File: src/rtl/rdport_pkg.sv
package rdport_pkg;
  typedef enum logic {
    CODE_BINARY = 1'b0,
    CODE_TWOS   = 1'b1
  } code_sel_e;
endpackage

File: src/rtl/rdport_edge.sv
module rdport_edge (
  input  logic clk,
  input  logic rst_n,
  input  logic busy_i,
  output logic done_o
);
  logic busy_q;
  logic busy_d;

  always_comb begin
    busy_d = busy_i;
    done_o = busy_q & ~busy_i;
  end

  always_ff @(posedge clk or negedge rst_n) begin
    if (!rst_n) busy_q <= 1'b0;
    else        busy_q <= busy_d;
  end
endmodule

File: src/rtl/rdport_hold.sv
module rdport_hold #(
  parameter int W = 16
) (
  input  logic         clk,
  input  logic         rst_n,
  input  logic         load_i,
  input  logic [W-1:0] d_i,
  output logic [W-1:0] q_o
);
  logic [W-1:0] word_q;
  logic [W-1:0] word_d;

  always_comb begin
    word_d = word_q;
    if (load_i) word_d = d_i;
  end

  always_ff @(posedge clk or negedge rst_n) begin
    if (!rst_n) word_q <= '0;
    else        word_q <= word_d;
  end

  assign q_o = word_q;
endmodule

File: src/rtl/rdport_coder.sv
module rdport_coder
  import rdport_pkg::*;
#(
  parameter int W = 16
) (
  input  logic [W-1:0] bin_i,
  input  code_sel_e    sel_i,
  output logic [W-1:0] word_o
);
  always_comb begin
    word_o = bin_i;
    if (sel_i == CODE_TWOS) word_o[W-1] = ~bin_i[W-1];
  end
endmodule

File: src/rtl/rdport_lanes.sv
module rdport_lanes #(
  parameter int W      = 16,
  parameter int BYTE_W = 8,
  localparam int LANES = W / BYTE_W
) (
  input  logic [W-1:0]     word_i,
  input  logic             swap_i,
  input  logic             en_i,
  output logic [W-1:0]     data_o,
  output logic [LANES-1:0] en_o
);
  for (genvar k = 0; k < LANES; k++) begin : g_lane
    localparam int MIRROR = LANES - 1 - k;
    logic [BYTE_W-1:0] pick;
    always_comb begin
      pick = swap_i ? word_i[MIRROR*BYTE_W +: BYTE_W]
                    : word_i[k*BYTE_W +: BYTE_W];
    end
    assign data_o[k*BYTE_W +: BYTE_W] = en_i ? pick : '0;
    assign en_o[k] = en_i;
  end
endmodule

File: src/rtl/rdport_result_port.sv
module rdport_result_port
  import rdport_pkg::*;
#(
  parameter int DATA_W = 16,
  parameter int BYTE_W = 8,
  localparam int LANES = DATA_W / BYTE_W
) (
  input  logic              clk,
  input  logic              rst_n,
  input  logic              busy_i,
  input  logic [DATA_W-1:0] result_i,
  input  logic              twos_sel_i,
  input  logic              swap_i,
  input  logic              cs_n_i,
  input  logic              rd_n_i,
  output logic [DATA_W-1:0] data_o,
  output logic [LANES-1:0]  bus_oe_o
);
  logic              done;
  logic [DATA_W-1:0] stored;
  logic [DATA_W-1:0] coded;
  logic              rd_en;
  code_sel_e         code_sel;

  assign rd_en    = ~cs_n_i & ~rd_n_i;
  assign code_sel = twos_sel_i ? CODE_TWOS : CODE_BINARY;

  rdport_edge u_edge (
    .clk    (clk),
    .rst_n  (rst_n),
    .busy_i (busy_i),
    .done_o (done)
  );

  rdport_hold #(.W(DATA_W)) u_hold (
    .clk    (clk),
    .rst_n  (rst_n),
    .load_i (done),
    .d_i    (result_i),
    .q_o    (stored)
  );

  rdport_coder #(.W(DATA_W)) u_coder (
    .bin_i  (stored),
    .sel_i  (code_sel),
    .word_o (coded)
  );

  rdport_lanes #(.W(DATA_W), .BYTE_W(BYTE_W)) u_lanes (
    .word_i (coded),
    .swap_i (swap_i),
    .en_i   (rd_en),
    .data_o (data_o),
    .en_o   (bus_oe_o)
  );
endmodule

File: config.mk
export PLATFORM = sky130hd
export DESIGN_NAME = rdport_result_port
export DESIGN_NICKNAME = d
export VERILOG_FILES = /design/src/rtl/rdport_pkg.sv /design/src/rtl/rdport_edge.sv /design/src/rtl/rdport_hold.sv /design/src/rtl/rdport_coder.sv /design/src/rtl/rdport_lanes.sv /design/src/rtl/rdport_result_port.sv
export SDC_FILE = /design/constraint.sdc
export NUM_CORES = 1
export LEC_CHECK = 0
export CORE_MARGIN = 1
export CORE_UTILIZATION = 38
export DETAILED_ROUTE_END_ITERATION = 10
export PLACE_DENSITY = 0.83
export SLEW_MARGIN = 0
export SYNTH_ARGS = -nofsm -noshare
export SYNTH_HDL_FRONTEND = slang
export SYNTH_SLANG_ARGS = --single-unit
export TNS_END_PERCENT = 30
File: constraint.sdc
create_clock -name clk -period 1.6 [get_ports clk]
set_clock_uncertainty 0.2 [all_clocks]
set_input_delay 0.16 -clock clk [delete_from_list [all_inputs] [get_ports clk]]
set_output_delay 0.16 -clock clk [all_outputs]
set_load 0.02 [all_outputs]
* Word level (Yosys, flattened, before mapping)
Index checks and enable logic that the tools add are counted.
Widths: inputs -> output; s select.
** Word-level totals
- Bits of input ports :: 23
- Bits in registers :: 17
- Logic and storage cells :: 14
** Cells by class
- Bitwise logic cells :: 6
- Muxes and demuxes :: 6
** Operators by type and width (count)
- $mux 8 :: 4
- $not 1->1 :: 4
- $and 1x1->1 :: 2
- $mux 1 :: 2

* Longest topological paths before layout
Gate-level depths: netlist of the first run.
- Depth in word-level cells :: 4
- Gate-level depth with buffers :: 5
- Depth with buffers taken out :: 2

* By module
Synthesis of the first run repeated with hierarchy kept, for this count alone.
** Unflattened totals
- Cells, all modules :: 90
- Area, all modules :: 1123.6 µm²
** Modules (own cells, without submodules)
- rdport_hold :: instances 1, area each 649.4 µm², cells an instance 34
- rdport_lanes :: instances 1, area each 310.3 µm², cells an instance 37
- rdport_coder :: instances 1, area each 121.4 µm², cells an instance 16
- rdport_edge :: instances 1, area each 38.8 µm², cells an instance 2
- rdport_result_port :: instances 1, area each 3.8 µm², cells an instance 1

* Worst setup path before layout of the first run
No wires, ideal clock.
- Path type :: register -> output
- Start point :: register u_hold.word_q[15] (netlist: u_hold.q_o[15])
- End point :: output port data_o[15]
- Slack :: 0.154 ns
- Cell stages (with the launch flop) :: 3
- Data arrival time :: 1.086 ns
- Path through :: dfrtp_1 > xnor2_1 > a211oi_1
** Between the ends
- Word-level cells in the longest chain between the ends :: 4
** RTL lines
- start, declared :: RTL line rdport_hold.sv:10 : logic [W-1:0] word_q;
- start signal, assigned :: RTL line rdport_hold.sv:20 : else word_q <= word_d;
- $not 1->1 :: RTL line rdport_coder.sv:12 : if (sel_i == CODE_TWOS) word_o[W-1] = ~bin_i[W-1];
- $mux 1 * :: RTL line rdport_coder.sv:12
- $mux 8 * :: RTL line rdport_lanes.sv:16 : pick = swap_i ? word_i[MIRROR*BYTE_W +: BYTE_W]
- $mux 8 * :: RTL line rdport_lanes.sv:19 : assign data_o[k*BYTE_W +: BYTE_W] = en_i ? pick : '0;
- end, declared :: RTL line rdport_result_port.sv:16 : output logic [DATA_W-1:0] data_o,
Mark *: on every way between the ends. The rest lies on a longest branch, timed or not.

* Worst setup path after layout of the first run
- Start point :: register u_hold.word_q[15] (netlist: u_hold.q_o[15])
- End point :: output port data_o[7]
The elaborated chain is that of the path after synthesis.

==> results.toml, run 1 <==
[hold_path]
min-delay-start = "busy_i"
hold_path_class = "in2reg"

[route]
drc_errors = 0
antenna_left = 0
first_pass_iters = 2
vias = 742
detail_route.wl_per_cell_um = 14.2
wl_mm = 2.20
drtIter0Drc = 3
via_per_inst = 4.79

[placed_design]
hpwl_mm = 1.65
port_buffers = 40
post-place-ws_ps = -584
gp_congestion = 0.666

[run]
maxCapViolCount = 0

[global_routing]
grt-ovfl-total = 0
gr-usage-all-layers = 0.184
grt_pass1_vias = 801
grt_max_degree = 18
antenna_found_initial = 0
grt_pass1_wl_mm = 3.57

[critical_path]
critPathCaptureType = "output pin"
timing.rr.start = "u_edge.busy_q"
crit_arrival_ps = 1250
crit_path_start_kind = "register"
crit_fanout = 2
critPathKind = "reg2out"
required_ps = 1240
critPathLaunch = "u_hold.q_o[15]"

[run_status]
violations = "negative setup slack"
outcome = "finished with violations"

[clock_tree]
h-tree-depth = 1
cts_made_buffers = 3
clk_latency_ps = 280
root_buffer = "clkbuf_4"
cts_buffer_depth = 2
clkTransAtPathRegs_ps = 90
cts_tree = "yes"
cts.sinks = 17

[cells_and_area]
antennaDiodeCount = 0
fin_util = 0.665
drive_gt1_frac = 0.528
finalNetCount = 151
area_growth_pct = 58.7

[power]
power.switching_uw = 352
p_sw_frac = 0.298
clkPwrFrac = 0.187
p_seq_frac = 0.458
combPwrFrac = 0.356
p_per_area_mw_per_mm2 = 766
ir_worst_vdd_uv = 604
p_int_uw = 830
p_leak_uw = 0.000727

[floorplan]
die_area_mm2 = 0.00276
start_util = 0.419
dieHeight_um = 52.6
core-area_mm2 = 0.00232
io_pins = 41
die_w_um = 52.6
rows = 17

[yosys]
synth_cell_types = 15
syn-num-nets = 101
netlist.area_leader.share = 0.438
synthCells = 78
seq_area_frac_synth = 0.438
netlist_area_um2 = 972
syn_area_per_cell_um2 = 12.5
ys_seq_elements = 17
yosys-top-cells-area = "dfrtp_1 (44%), mux2_4 (15%), mux2i_1 (14%), mux2_2 (6.9%), nor2_1 (5.8%)"
yosysWarnings = 0
synth_top_area_cell = "dfrtp_1"

[sta]
max_freq_ghz = 0.623
slew_violations = 0
rsz0062_at_grt = "true"
slew_headroom = 0.808
fin_crit_sh = 1.00
hold_viol_final = 0
postLayoutSetupSlackWorst_ps = -5.16
setup_viol = 1
period_minus_slack_ps = 1610
tightest_slew_ps = 280
## through the flow
| step | instances | instance area [µm²] | TNS, ps | power [µW] | hold slack [ps] |
|---|---|---|---|---|---|
| floorplan | 78 | 972 | 0 | 757 | -336 |
| global placement | 150 | 1440 | -8790 | 909 | 298 |
| detailed placement | 150 | 1440 | -9730 | 924 | 299 |
| CTS | 155 | 1440 | -112 | 1140 | 220 |
| global route | 155 | 1540 | -357 | 1250 | 202 |
| finish | 155 | 1540 | -5.16 | 1180 | 223 |
## cell usage after synthesis
library cell / instances
nor2_1: 15
mux2i_1: 14
buf_4: 3
buf_12: 1
inv_1: 2
mux2_4: 10
dfrtp_1: 17
xnor2_1: 1
nor2b_4: 1
mux2_2: 6
a211oi_1: 2
buf_6: 2
or2_1: 1
nor2b_1: 1
buf_2: 2
## what timing repair did
item / 4_1_cts / 5_1_grt
buffers inserted: 0 / 0
hold endpoints to repair: 17 / 0
hold buffers: 1 / 0
cloned: 0 / 0
pin swaps: 3 / 5
resized for setup: 96 / 28
endpoints found under the setup margin: 18 / 15
## layer usage
layer / global-route usage / vias up / wire, µm
li1: - / 358 / -
met5: 0 / - / 0
met4: 0.0658 / 0 / 10
met2: 0.357 / 23 / 1260
met1: 0.195 / 359 / 843
met3: 0.0290 / 2 / 86
## final timing paths
check	endpoint	slack, ps	cells past startpoint
setup / recovery	data_o[7]	-5	3
hold / removal	u_edge.busy_q	220	1
setup reg to reg	u_hold.q_o[5]	240	3
hold reg to reg	u_hold.q_o[6]	340	1
max in group asynchronous	u_hold.q_o[3]	480	3
min in group asynchronous	u_hold.q_o[1]	540	3
## worst max-delay path, stage by stage, from the launching register on
cell      delay [ps]
dfrtp_1          420
xnor2_2          160
a211oi_2         220
buf_4            170
## kinds of logic after synthesis
kind of cell	Yosys count	synth area share
mux	30	0.368
simple gates	18	0.0849
flops	17	0.438
buf+inv	10	0.0849
compound gates	2	0.0154
xor+xnor	1	0.00901
## power groups by stage
| stage | combinational (µW) | sequential (µW) | clock, µW |
|---|---|---|---|
| detailed placement | 377 | 546 | 0 |
| finish | 420 | 541 | 221 |
| global placement | 369 | 540 | 0 |
| global route | 452 | 549 | 244 |
| CTS | 378 | 538 | 229 |
| floorplan | 225 | 533 | 0 |
## flip-flops by register name (all words and copies together), names as in the netlist
name,count
u_hold.q_o,16
u_edge.busy_q,1
## cells in the final DEF (no fill, tap or decap), types with 2 or more instances in the layout
cell | synthesis | final
buf_6 | 2 | 9
clkbuf_4 | 0 | 3
mux2_4 | 10 | 10
inv_1 | 2 | 2
nor2_4 | 0 | 6
mux2i_1 | 14 | 13
a211oi_2 | 0 | 2
clkdlybuf4s50_1 | 0 | 20
mux2_2 | 6 | 6
nor2_2 | 0 | 6
buf_2 | 2 | 4
nor2_1 | 15 | 3
buf_4 | 3 | 15
dfrtp_1 | 17 | 17
## final cells by class
type / instances / area, µm²
timing repair buffer: 53 / 500
multi-input combinational: 51 / 548
fill: 185 / 776
inverter: 2 / 7.51
tap: 28 / 35.0
clock buffer: 4 / 26.3
sequential: 17 / 425
Note: power is estimated with default switching activity, not from simulation.
==> inputs of run 2 (changes only) <==
Settings changed: CORE_UTILIZATION 38 to 35, PLACE_DENSITY 0.83 to 0.78.
==> results.toml, run 2 (synthesis results as in run 1) <==
[run]
maxCapViolCount = 0

[route]
first_pass_iters = 4
via_per_inst = 4.79
antenna_left = 0
drtIter0Drc = 14
wl_mm = 2.27
drc_errors = 0
vias = 742
detail_route.wl_per_cell_um = 14.7

[clock_tree]
h-tree-depth = 1
clkTransAtPathRegs_ps = 90
cts_tree = "yes"
cts.sinks = 17
cts_buffer_depth = 2
cts_made_buffers = 3
cts_setup_buffers = 0
clk_latency_ps = 280
root_buffer = "clkbuf_4"

[sta]
slew_headroom = 0.790
fin_crit_sh = 1.03
max_freq_ghz = 0.606
hold_viol_final = 0
postLayoutSetupSlackWorst_ps = -48.9
tns_ps = -65.3
rsz0062_at_grt = "true"
period_minus_slack_ps = 1650
slew_violations = 0
tightest_slew_ps = 306
fin_hold_ws_ps = 196
setup_viol = 2

[critical_path]
crit_arrival_ps = 1290
crit_path_start_kind = "input pin"
required_ps = 1240
crit_fanout = 8
critPathCaptureType = "output pin"
critPathKind = "in2out"

[power]
power_uw = 1210
p_per_area_mw_per_mm2 = 754
p_leak_uw = 0.000760
ir_worst_vdd_uv = 577

[cells_and_area]
layout_common_cells = "clkdlybuf4s50_1 (19), dfrtp_1 (17), mux2i_1 (13)"
antennaDiodeCount = 0
largest_register_ffs = 16
final_cells = 155
drive_gt1_frac = 0.520
finalNetCount = 149
area_growth_pct = 64.5
final_common_cell = "clkdlybuf4s50_1"
fin_util = 0.628

[floorplan]
dieHeight_um = 54.7
core-area_mm2 = 0.00254
rows = 18
die_area_mm2 = 0.00299
io_pins = 41
die_w_um = 54.7
start_util = 0.382

[placed_design]
placed_cells = 148
gp_congestion = 0.680
port_buffers = 40
hpwl_mm = 1.55

[global_routing]
grt_pass1_vias = 787
antenna_found_initial = 0
grt_pass1_wl_mm = 3.47
gr-usage-all-layers = 0.168
grt_max_degree = 18
grt-ovfl-total = 0

[hold_path]
hold_path_class = "in2reg"

[run_status]
violations = "negative setup slack"
outcome = "finished with violations"
==> run 2: routing by layer <==
layer / up-vias / global-route usage / routed length [µm]
li1: 356 / - / -
met1: 356 / 0.193 / 929
met2: 30 / 0.301 / 1190
met3: 0 / 0.0333 / 154
met4: 0 / 0.0641 / 0
met5: - / 0 / 0
==> run 2: final cells by class <==
| class | instances | area [µm²] |
|---|---|---|
| Inverter | 2 | 7.51 |
| Multi-Input combinational cell | 51 | 551 |
| Clock buffer | 3 | 22.5 |
| Clock inverter | 1 | 5.00 |
| Sequential cell | 17 | 425 |
| Fill cell | 208 | 946 |
| Timing Repair Buffer | 51 | 551 |
| Tap cell | 30 | 37.5 |
==> run 2: critical path, cell delays in order <==
cell,delay (ps)
dlygate4sd2_1,290
bufbuf_16,300
mux2i_1,320
nor2_4,80
buf_6,140
==> run 2: worst paths after layout <==
check / from / to / slack, ps / depth (start not counted)
max in group asynchronous: rst_n / u_hold.q_o[12] / 480 / 3
min in group asynchronous: rst_n / u_hold.q_o[4] / 530 / 3
setup reg to reg: u_edge.busy_q / u_hold.q_o[6] / 270 / 3
setup / recovery: swap_i / data_o[9] / -50 / 5
hold / removal: busy_i / u_edge.busy_q / 200 / 1
hold reg to reg: u_hold.q_o[4] / u_hold.q_o[4] / 340 / 1
==> run 2: timing repair <==
item | in CTS | in global routing
endpoints found under the hold margin | 17 | 0
setup endpoints to repair | 18 | 18
resized for setup | 104 | 20
cloned | 1 | 1
pin swaps | 1 | 8
hold buffers | 1 | 0
==> run 2: per-stage QoR <==
step                setup slack [ps]  instance area [µm²]
detailed placement              -563                 1430
global route                   -89.8                 1600
finish                         -48.9                 1600
global placement                -525                 1430
floorplan                        154                  972
CTS                            -72.1                 1500
==> run 2: where the power goes <==
part / internal (µW) / switching [µW] / total (µW) / leakage [µW]
clock: 92.9 / 132 / 224 / 0.0000177
combinational: 258 / 181 / 439 / 0.000543
sequential: 491 / 51.1 / 542 / 0.000199
total: 842 / 363 / 1210 / 0.000760
